--- src/rtl/sgp_pkg.sv ---
package sgp_pkg;

   typedef enum logic [2:0] {
      ST_IDLE,
      ST_SEG,
      ST_W0,
      ST_W1,
      ST_MARK,
      ST_DRAIN,
      ST_DONE
   } sgp_state_e;

   // Size of the address window a descriptor must stay inside
   localparam logic [16:0] WIN_BYTES  = 17'h10000;
   // Half window used when a full-window piece is split
   localparam logic [31:0] HALF_BYTES = 32'h0000_8000;
   // End-of-table flag in the count word
   localparam logic [31:0] EOT_FLAG   = 32'h8000_0000;

endpackage

--- src/rtl/sgp_piece_calc.sv ---
// Size of the next piece of the current segment, limited by the 64 KiB window
module sgp_piece_calc
   import sgp_pkg::*;
#(
   parameter int LEN_W = 32
) (
   input  logic [15:0]      addr_lo,
   input  logic [LEN_W-1:0] rem,
   output logic [16:0]      piece,
   output logic             is_final
);

   logic [16:0] room;
   logic        fits;

   always_comb begin
      room     = WIN_BYTES - {1'b0, addr_lo};
      fits     = (rem <= LEN_W'(room));
      piece    = fits ? rem[16:0] : room;
      is_final = fits;
   end

endmodule

--- src/rtl/sgp_word_fmt.sv ---
// Count-word formatting and length alignment check for the two formats
module sgp_word_fmt
   import sgp_pkg::*;
#(
   parameter bit ALT_EN = 1'b1
) (
   input  logic        alt_req,
   input  logic [16:0] piece,
   input  logic [1:0]  len_lo,
   output logic [31:0] w1,
   output logic        split_need,
   output logic        bad_len
);

   logic        alt_eff;
   logic [15:0] alt_cnt;

   generate
      if (ALT_EN) begin : g_alt
         assign alt_eff = alt_req;
      end else begin : g_std_only
         logic unused_alt;
         assign unused_alt = alt_req;
         assign alt_eff    = 1'b0;
      end
   endgenerate

   always_comb begin
      alt_cnt    = {1'b0, piece[16:2]} - 16'd1;
      // a full-window piece is split only in the standard format
      split_need = !alt_eff && (piece == WIN_BYTES);
      // alignment demanded by the selected format
      bad_len    = alt_eff ? (len_lo != 2'b00) : len_lo[0];
      if (alt_eff)
         w1 = {alt_cnt, 16'h0000};
      else if (split_need)
         w1 = HALF_BYTES;
      else
         w1 = {16'h0000, piece[15:0]};
   end

endmodule

--- src/rtl/sgp_ctrl.sv ---
// Sequencer: accepts segments, emits descriptor words, finishes the table
module sgp_ctrl
   import sgp_pkg::*;
#(
   parameter int MAX_DESC = 8,
   parameter int LEN_W    = 32,
   parameter int AW       = 4,
   parameter int CW       = 4
) (
   input  logic             clk,
   input  logic             rst_n,
   input  logic             start,
   input  logic             mode_alt,
   input  logic             seg_valid,
   input  logic [31:0]      seg_addr,
   input  logic [LEN_W-1:0] seg_len,
   input  logic             seg_last,
   input  logic [16:0]      piece,
   input  logic             is_final,
   input  logic [31:0]      w1,
   input  logic             split_need,
   input  logic             bad_len,
   output logic             seg_ready,
   output logic [15:0]      cur_addr_lo,
   output logic [LEN_W-1:0] cur_rem,
   output logic             mode_q,
   output logic             tbl_we,
   output logic [AW-1:0]    tbl_addr,
   output logic [31:0]      tbl_data,
   output logic             done,
   output logic [CW-1:0]    entry_count,
   output logic             fallback,
   output logic             len_err
);

   localparam logic [CW-1:0] CAP = CW'(MAX_DESC);

   sgp_state_e    state;
   logic [31:0]   cur_addr;
   logic          cur_last;
   logic          half;
   logic          err_q;
   logic [CW-1:0] cnt;
   logic [31:0]   last_w1;
   logic [CW-1:0] cnt_o;
   logic          fb_o;
   logic          err_o;
   logic          full;

   assign full        = (cnt == CAP);
   assign cur_addr_lo = cur_addr[15:0];

   always_ff @(posedge clk or negedge rst_n) begin
      if (!rst_n) begin
         state    <= ST_IDLE;
         mode_q   <= 1'b0;
         cur_addr <= '0;
         cur_rem  <= '0;
         cur_last <= 1'b0;
         half     <= 1'b0;
         err_q    <= 1'b0;
         cnt      <= '0;
         last_w1  <= '0;
         cnt_o    <= '0;
         fb_o     <= 1'b0;
         err_o    <= 1'b0;
      end else begin
         unique case (state)
            ST_IDLE: begin
               if (start) begin
                  // results are cleared when a new build begins
                  state  <= ST_SEG;
                  mode_q <= mode_alt;
                  cnt    <= '0;
                  half   <= 1'b0;
                  err_q  <= 1'b0;
                  cnt_o  <= '0;
                  fb_o   <= 1'b0;
                  err_o  <= 1'b0;
               end
            end
            ST_SEG: begin
               if (seg_valid) begin
                  if (seg_len == '0) begin
                     // empty segments add nothing
                     if (seg_last) state <= ST_MARK;
                  end else if (bad_len) begin
                     // misaligned length poisons the build
                     err_q <= 1'b1;
                     if (seg_last) begin
                        state <= ST_DONE;
                        fb_o  <= 1'b1;
                        err_o <= 1'b1;
                     end else begin
                        state <= ST_DRAIN;
                     end
                  end else begin
                     cur_addr <= seg_addr;
                     cur_rem  <= seg_len;
                     cur_last <= seg_last;
                     state    <= ST_W0;
                  end
               end
            end
            ST_W0: begin
               if (full) begin
                  // capacity reached, abandon the table
                  fb_o  <= 1'b1;
                  err_o <= err_q;
                  state <= cur_last ? ST_DONE : ST_DRAIN;
               end else begin
                  cnt   <= cnt + CW'(1);
                  state <= ST_W1;
               end
            end
            ST_W1: begin
               last_w1 <= w1;
               if (split_need && !half) begin
                  half  <= 1'b1;
                  state <= ST_W0;
               end else begin
                  half     <= 1'b0;
                  cur_addr <= cur_addr + {15'd0, piece};
                  cur_rem  <= cur_rem - LEN_W'(piece);
                  if (is_final)
                     state <= cur_last ? ST_MARK : ST_SEG;
                  else
                     state <= ST_W0;
               end
            end
            ST_MARK: begin
               state <= ST_DONE;
               if (cnt == '0)
                  fb_o <= 1'b1;
               else
                  cnt_o <= cnt;
            end
            ST_DRAIN: begin
               if (seg_valid && seg_last) begin
                  state <= ST_DONE;
                  fb_o  <= 1'b1;
                  err_o <= err_q;
               end
            end
            ST_DONE: state <= ST_IDLE;
            default: state <= ST_IDLE;
         endcase
      end
   end

   // Table write port, one word per state
   always_comb begin
      tbl_we   = 1'b0;
      tbl_addr = '0;
      tbl_data = '0;
      unique case (state)
         ST_W0: begin
            tbl_we   = !full;
            tbl_addr = AW'({cnt, 1'b0});
            tbl_data = cur_addr + (half ? HALF_BYTES : 32'h0);
         end
         ST_W1: begin
            tbl_we   = 1'b1;
            tbl_addr = AW'({cnt - CW'(1), 1'b1});
            tbl_data = w1;
         end
         ST_MARK: begin
            // re-write the final count word with the end flag
            tbl_we   = (cnt != '0) && !mode_q;
            tbl_addr = AW'({cnt - CW'(1), 1'b1});
            tbl_data = last_w1 | EOT_FLAG;
         end
         default: ;
      endcase
   end

   assign seg_ready   = (state == ST_SEG) || (state == ST_DRAIN);
   assign done        = (state == ST_DONE);
   assign entry_count = cnt_o;
   assign fallback    = fb_o;
   assign len_err     = err_o;

endmodule

--- src/rtl/sg_prd_builder.sv ---
module sg_prd_builder #(
   parameter int   MAX_DESC = 8,
   parameter int   LEN_W    = 32,
   parameter bit   ALT_EN   = 1'b1,
   localparam int  AW       = (2 * MAX_DESC > 1) ? $clog2(2 * MAX_DESC) : 1,
   localparam int  CW       = $clog2(MAX_DESC + 1)
) (
   input  logic             clk,
   input  logic             rst_n,
   input  logic             start,
   input  logic             mode_alt,
   input  logic             seg_valid,
   output logic             seg_ready,
   input  logic [31:0]      seg_addr,
   input  logic [LEN_W-1:0] seg_len,
   input  logic             seg_last,
   output logic             tbl_we,
   output logic [AW-1:0]    tbl_addr,
   output logic [31:0]      tbl_data,
   output logic             done,
   output logic [CW-1:0]    entry_count,
   output logic             fallback,
   output logic             len_err
);

   generate
      if (MAX_DESC < 1) begin : g_bad_depth
         $error("MAX_DESC must be at least 1");
      end
      if (LEN_W < 17) begin : g_bad_len
         $error("LEN_W must hold a full 64 KiB piece");
      end
   endgenerate

   logic [16:0]      piece;
   logic             is_final;
   logic [31:0]      w1;
   logic             split_need;
   logic             bad_len;
   logic [15:0]      cur_addr_lo;
   logic [LEN_W-1:0] cur_rem;
   logic             mode_q;

   sgp_piece_calc #(.LEN_W(LEN_W)) u_piece (
      .addr_lo  (cur_addr_lo),
      .rem      (cur_rem),
      .piece    (piece),
      .is_final (is_final)
   );

   sgp_word_fmt #(.ALT_EN(ALT_EN)) u_fmt (
      .alt_req    (mode_q),
      .piece      (piece),
      .len_lo     (seg_len[1:0]),
      .w1         (w1),
      .split_need (split_need),
      .bad_len    (bad_len)
   );

   sgp_ctrl #(
      .MAX_DESC (MAX_DESC),
      .LEN_W    (LEN_W),
      .AW       (AW),
      .CW       (CW)
   ) u_ctrl (
      .clk         (clk),
      .rst_n       (rst_n),
      .start       (start),
      .mode_alt    (mode_alt),
      .seg_valid   (seg_valid),
      .seg_addr    (seg_addr),
      .seg_len     (seg_len),
      .seg_last    (seg_last),
      .piece       (piece),
      .is_final    (is_final),
      .w1          (w1),
      .split_need  (split_need),
      .bad_len     (bad_len),
      .seg_ready   (seg_ready),
      .cur_addr_lo (cur_addr_lo),
      .cur_rem     (cur_rem),
      .mode_q      (mode_q),
      .tbl_we      (tbl_we),
      .tbl_addr    (tbl_addr),
      .tbl_data    (tbl_data),
      .done        (done),
      .entry_count (entry_count),
      .fallback    (fallback),
      .len_err     (len_err)
   );

endmodule

--- config.mk ---
export PLATFORM = sky130hd
export DESIGN_NAME = sg_prd_builder
export DESIGN_NICKNAME = d
export VERILOG_FILES = /design/src/rtl/sgp_pkg.sv /design/src/rtl/sgp_piece_calc.sv /design/src/rtl/sgp_word_fmt.sv /design/src/rtl/sgp_ctrl.sv /design/src/rtl/sg_prd_builder.sv
export SDC_FILE = /design/constraint.sdc
export NUM_CORES = 1
export LEC_CHECK = 0
export BUFFER_PORTS_ARGS = -buffer_cell sky130_fd_sc_hd__buf_2
export CAP_MARGIN = 20
export CELL_PAD_IN_SITES_DETAIL_PLACEMENT = 1
export CELL_PAD_IN_SITES_GLOBAL_PLACEMENT = 2
export CORE_ASPECT_RATIO = 1.2
export CORE_MARGIN = 3
export CORE_UTILIZATION = 35
export CTS_CLUSTER_DIAMETER = 100
export DETAILED_ROUTE_END_ITERATION = 10
export PLACE_DENSITY_LB_ADDON = 0.25
export SETUP_SLACK_MARGIN = 0.2
export SLEW_MARGIN = 30
export SYNTH_ARGS = -nofsm -noshare
export SYNTH_HDL_FRONTEND = slang
export SYNTH_SLANG_ARGS = --single-unit
--- constraint.sdc ---
create_clock -name clk -period 10.15 [get_ports clk]
set_clock_uncertainty 0.1 [all_clocks]
set_input_delay 1.015 -clock clk [delete_from_list [all_inputs] [get_ports clk]]
set_output_delay 1.015 -clock clk [all_outputs]
set_load 0.02 [all_outputs]
# Word level (Yosys, flattened, before mapping)
# Cells that the tools add are included.
# op_classes
n_addsub	7
n_mux	54
order_cmp	1
n_eq_ne	21
bitwise_logic	2
reduce_logical	31
# ops
cell	n
32-bit two-way mux	9
32-bit one-hot mux with 2 select lines	2
32-bit one-hot mux with 3 select lines	1
32-bit by 17-bit adder with 32-bit output	1
32-bit adder	1
32-bit by 17-bit less-or-equal comparator with 1-bit output	1
32-bit logical NOT	1
16-bit two-way mux	2
32-bit by 17-bit subtractor with 32-bit output	1
3-bit two-way mux	10
4-bit one-hot mux with 2 select lines	3
2-bit != test (second input constant)	9
3-bit one-hot mux with 6 select lines	1
17-bit == test (second input constant)	1
17-bit two-way mux	1
17-bit by 16-bit subtractor with 17-bit output (first input constant)	1
15-bit by 1-bit subtractor with 16-bit output (second input constant)	1
1-bit two-way mux	15
4-bit two-way mux	3
2-bit nonzero test	6
5-bit AND reduction	2
3-bit == test (second input constant)	3
9-bit AND reduction	1
4-bit AND reduction	2
other kinds (24)	38
# word_totals
output_inout_bits	45
word_cells	128
register_bits	112
inputBits	70

# Logic depth before layout (Yosys ltp)
# depth
depth_word	8
mapped_depth	31
mapped_depth_nobuf	26

# Hierarchy
# From an unflattened synthesis, not the netlist that was laid out.
# unflattened
cells_unflattened	1304
area_unflattened_um2	10090.9
# by_module_without_submodules
mod	seq_area_each_um2	cells_each	instances	area_per_inst_um2
sgp_ctrl	2802.7	1101	1	8604.5
sgp_piece_calc	0.0	126	1	1003.5
sgp_word_fmt	0.0	77	1	483.0

# Worst setup path after synthesis
# Ideal clock, no wire load.
# synth_timing
kind	register to register
from	register u_ctrl.cur_addr[6]
to	register u_ctrl.cur_rem[18]
t_arrival_ns	7.148
setup_time_ns	0.121
n_path_buf	6
required_time_ns	9.929
synth_period_minus_slack_ns	7.369
slack_ns	2.781
path_stages_with_launch	28
path_cell_list	dfrtp_1 > clkbuf_1 > nor4_2 > nand4_1 > o21a_1 > or2_2 > clkbuf_1 > ha_1 > nand4_2 > or4_1 > or4_1 > buf_2 > and2_1 > buf_6 > nand2_1 > buf_2 > buf_2 > mux2i_1 > fa_1 > inv_1 > or3_1 > nor4_1 > nor3_1 > or4b_2 > a21oi_1 > a31oi_2 > o21a_1 > o22a_1
# synth_via
elab_chain_len	8
elab_cells_between_ends	11
cone_classes	2 x add/sub; 1 x order compare; 2 x eq/ne; 3 x mux; 3 x reduce/logical
# synth_rtl
item	line	source
start: declaration	sgp_ctrl.sv:39	logic [31:0] cur_addr;
start signal: assignment	sgp_ctrl.sv:98	cur_addr <= seg_addr;
start signal: assignment	sgp_ctrl.sv:123	cur_addr <= cur_addr + {15'd0, piece};
17-bit by 16-bit subtractor with 17-bit output *	sgp_piece_calc.sv:17	room = WIN_BYTES - {1'b0, addr_lo};
32-bit by 17-bit less-or-equal comparator with 1-bit output	sgp_piece_calc.sv:18	fits = (rem <= LEN_W'(room));
17-bit two-way mux *	sgp_piece_calc.sv:19	piece = fits ? rem[16:0] : room;
branches (longest 5 deep; another with 32-bit by 17-bit subtractor with 32-bit output)	-	
end signal: assignment	sgp_ctrl.sv:99	cur_rem <= seg_len;
end signal: assignment	sgp_ctrl.sv:124	cur_rem <= cur_rem - LEN_W'(piece);
end: declaration	sgp_ctrl.sv:25	output logic [LEN_W-1:0] cur_rem,
# Every way passes the cells marked *. The select of a mux whose other input is x is not followed.
# A chain may end at the register's enable or synchronous reset.

# Worst setup path after layout
# layout_timing
from	register u_ctrl.cur_addr[6]
to	output tbl_data[7]
# layout_via
elab_chain_len	8
elab_cells_between_ends	9
cone_classes	2 x add/sub; 1 x order compare; 1 x eq/ne; 4 x mux; 1 x reduce/logical
# layout_rtl
item	line	source
17-bit by 16-bit subtractor with 17-bit output	sgp_piece_calc.sv:17	
32-bit by 17-bit less-or-equal comparator with 1-bit output	sgp_piece_calc.sv:18	
17-bit two-way mux	sgp_piece_calc.sv:19	
17-bit == test	sgp_word_fmt.sv:31	split_need = !alt_eff && (piece == WIN_BYTES);
1-bit logical AND	sgp_word_fmt.sv:31	
16-bit two-way mux	sgp_word_fmt.sv:36	else if (split_need)
32-bit two-way mux	sgp_word_fmt.sv:34	if (alt_eff)
32-bit one-hot mux with 3 select lines *	sgp_ctrl.sv:156	unique case (state)
end: declaration	sg_prd_builder.sv:19	output logic [31:0] tbl_data,
# Every way passes the cells marked *; elsewhere a longest branch is shown, timed or not.

==> metrics <==
Mapped Area=9830 µm²; die area=30200 µm²; Seq/Total Area, Yosys=28.5%; Setup crit end=tbl_data[7]; most common cell after layout, fill and taps aside=nand2_1; minimum clock period=8830 ps; # diodes=0; drt first pass iters=6; Slew Viols, Final=0; first-pass GRT wire length=59700 µm; CP arrival=7720 ps; Total Negative Setup Slacks=0 ps; Max clock buf depth=2; vias in the first global route=10200; CTS buffer count=9; share of layout cells above drive strength 1=12.7%; Final nets=1473; worst slew pin tran=905 ps; GRT Resource Usage Total=24.9%; RSZ-0062 raised after global routing=no; register bit count reported by yosys=112; clock sinks=112; Clock transition at path regs=90 ps; Setup violations, final=0; post-synthesis net count=1414; site row count=66; Design Power=4150 µW; via count=10100; asr flop ratio synth=100%; Power Density=379 nW/µm²; crit share post-route=87.0%; htree depth=3; Initial Utilization=35.9%; port bufs=114; Synth Warn #=0; CP startpoint=u_ctrl.cur_addr[6]; HP Class=reg2reg; Clk Latency, worst-skew pair=390 ps; outcome=finished, final reports clean; Max FO, Critical Path=31; hold buffer count at cts=0; max_slew headroom=39.7%; WL final=38100 µm; most frequent cells in the layout=156 x nand2_1, 132 x nor2_1, 113 x buf_2; Worst R2R Path Depth=23; Startpoint Class=flop; die height=190 µm; Setup CP Type=reg2out; Crit. End Element=output port; Ports=115; fmax=0.113 GHz; DR vias/cell=5.83; antenna violations before repair=2; drt wl/cell=22.1 µm; CORE AREA=27400 µm²; die width=159 µm; Post-CTS Setup Inserts=0; clk root buf=clkbuf_16; Pleak=0.00492 µW; endpoint required time on the critical path=9040 ps; Worst R2R Setup Slack=1790 ps; Starting DRT DRC Count=628; Final GP Congestion=0.862; CTS tree=yes; Synth Instances=1288; DRC=0; reg-to-reg critical path endpoint=u_ctrl.cur_addr[20]; Post-DRT Antenna Nets=0; top_reg_cell synth=dfrtp_1; DP HPWL=28500 µm; fill count=3443; largest net degree at the start of global routing=77; Max Cap Viol=0; r2r startpoint=u_ctrl.cur_addr[6]; Final Hold Fails=0; Post-synth EDFFs=0; Synth cell types=77; worst vdd ir=0.120 mV; Area growth syn-to-layout=11.2%; gr ovfl total=0; syn_area_per_cell=7.64 µm²; CTS resizes=0
## power by group
part | leakage (µW) | internal [µW] | switching (µW) | total (µW)
logic | 0.00341 | 1030 | 1760 | 2790
registers | 0.00137 | 641 | 339 | 979
clock network | 0.000136 | 172 | 204 | 375
## kinds of logic after synthesis
family / count (synthesis) / synth area share (%)
buffers and inverters: 126 / 5.28
and+or+nand+nor: 517 / 25.7
adders and majority gates: 56 / 7.28
DFF: 112 / 28.5
xor gates and xnor gates: 58 / 5.17
muxes: 9 / 0.929
AOI/OAI and AO/OA: 410 / 27.1
## cells in the mapped netlist (10+ instances only)
| cell type | number | area, µm² |
|---|---|---|
| a211oi_1 | 10 | 75.1 |
| xor2_1 | 24 | 210 |
| and2_1 | 10 | 62.6 |
| nor2_1 | 132 | 495 |
| a22oi_1 | 25 | 188 |
| clkbuf_1 | 59 | 221 |
| nor3_1 | 32 | 160 |
| nand2_1 | 159 | 597 |
| or3_1 | 14 | 87.6 |
| a21o_1 | 29 | 218 |
| nand3_1 | 36 | 180 |
| ha_1 | 54 | 676 |
| xnor2_1 | 34 | 298 |
| o21ai_0 | 89 | 445 |
| buf_2 | 10 | 50.1 |
| o31ai_1 | 10 | 75.1 |
| dfrtp_1 | 112 | 2800 |
| nor4_1 | 20 | 125 |
| o21a_1 | 14 | 105 |
| o211ai_1 | 13 | 97.6 |
| and3_1 | 17 | 106 |
| nand4_1 | 25 | 156 |
| nor2b_1 | 12 | 75.1 |
| a21oi_1 | 110 | 551 |
| nand2b_1 | 14 | 87.6 |
| inv_1 | 48 | 180 |
| a31oi_1 | 32 | 200 |
## routing by layer
| metal | wire (µm) | vias up | share of wire, % | track usage, % |
|---|---|---|---|---|
| met2 | 18400 | 222 | 48 | 42.6 |
| met3 | 1330 | 66 | 3.5 | 2.64 |
| li1 | - | 4814 | - | - |
| met4 | 1470 | 4 | 3.9 | 10.8 |
| met1 | 16900 | 4964 | 44 | 32.0 |
| met5 | 23 | - | 0.060 | 0 |
## how the worst min path moves through the flow
stage	start	end	slack, ps	cells past startpoint
after CTS	u_ctrl.last_w1[14]	u_ctrl.last_w1[14]	390	1
final	u_ctrl.last_w1[1]	u_ctrl.last_w1[1]	390	2
after floorplan	u_ctrl.last_w1[26]	u_ctrl.last_w1[26]	350	2
after global placement	u_ctrl.last_w1[14]	u_ctrl.last_w1[14]	360	1
after global routing	u_ctrl.last_w1[13]	u_ctrl.last_w1[13]	410	1
after detailed placement	u_ctrl.last_w1[14]	u_ctrl.last_w1[14]	370	1
## registers in the layout, summed over array words and instances, names as in the netlist, 3 cells and up
name,cells
u_ctrl.cnt,4
u_ctrl.last_w1,31
u_ctrl.cur_rem,32
u_ctrl.state,3
u_ctrl.cur_addr,32
u_ctrl.entry_count,4
## stage by stage
step / hold slack, ps / area, µm² / utilization [%] / worst slack, ps / cells
after floorplan: 346 / 9830 / - / 2780 / 1288
after detailed placement: 371 / 10700 / 38.9 / 1610 / 1710
final: 391 / 10900 / 39.9 / 1320 / 1726
after CTS: 392 / 10900 / 39.9 / 1120 / 1726
after global placement: 359 / 10600 / 38.8 / 1770 / 1710
after global routing: 407 / 10900 / 39.9 / 811 / 1726
## critical path: stages (launching register included)
cell	delay (ps)
dfrtp_1	510
nor4_2	560
nand4_1	320
o21a_1	280
or2_2	390
ha_1	340
nand4_2	190
or4_1	550
or4_1	600
and2_1	320
nand2_2	500
nor2_1	110
a21oi_1	390
ha_1	240
nor2b_1	280
o2111ai_1	240
or2_2	390
nand2_1	520
nor2_1	150
a221o_1	290
buf_2	160
## layout make-up
cell class                 instances  area [µm²]  share of cell area (%)
inverter                          48         180                    1.65
clock buffer                      10         229                    2.09
timing repair buffer             126         663                    6.06
multi-input combinational       1050        6540                    59.8
clock inverter                     6        52.6                   0.481
sequential                       112        2800                    25.6
tap                              374         468                    4.28
(Power assumes the default switching activity.)
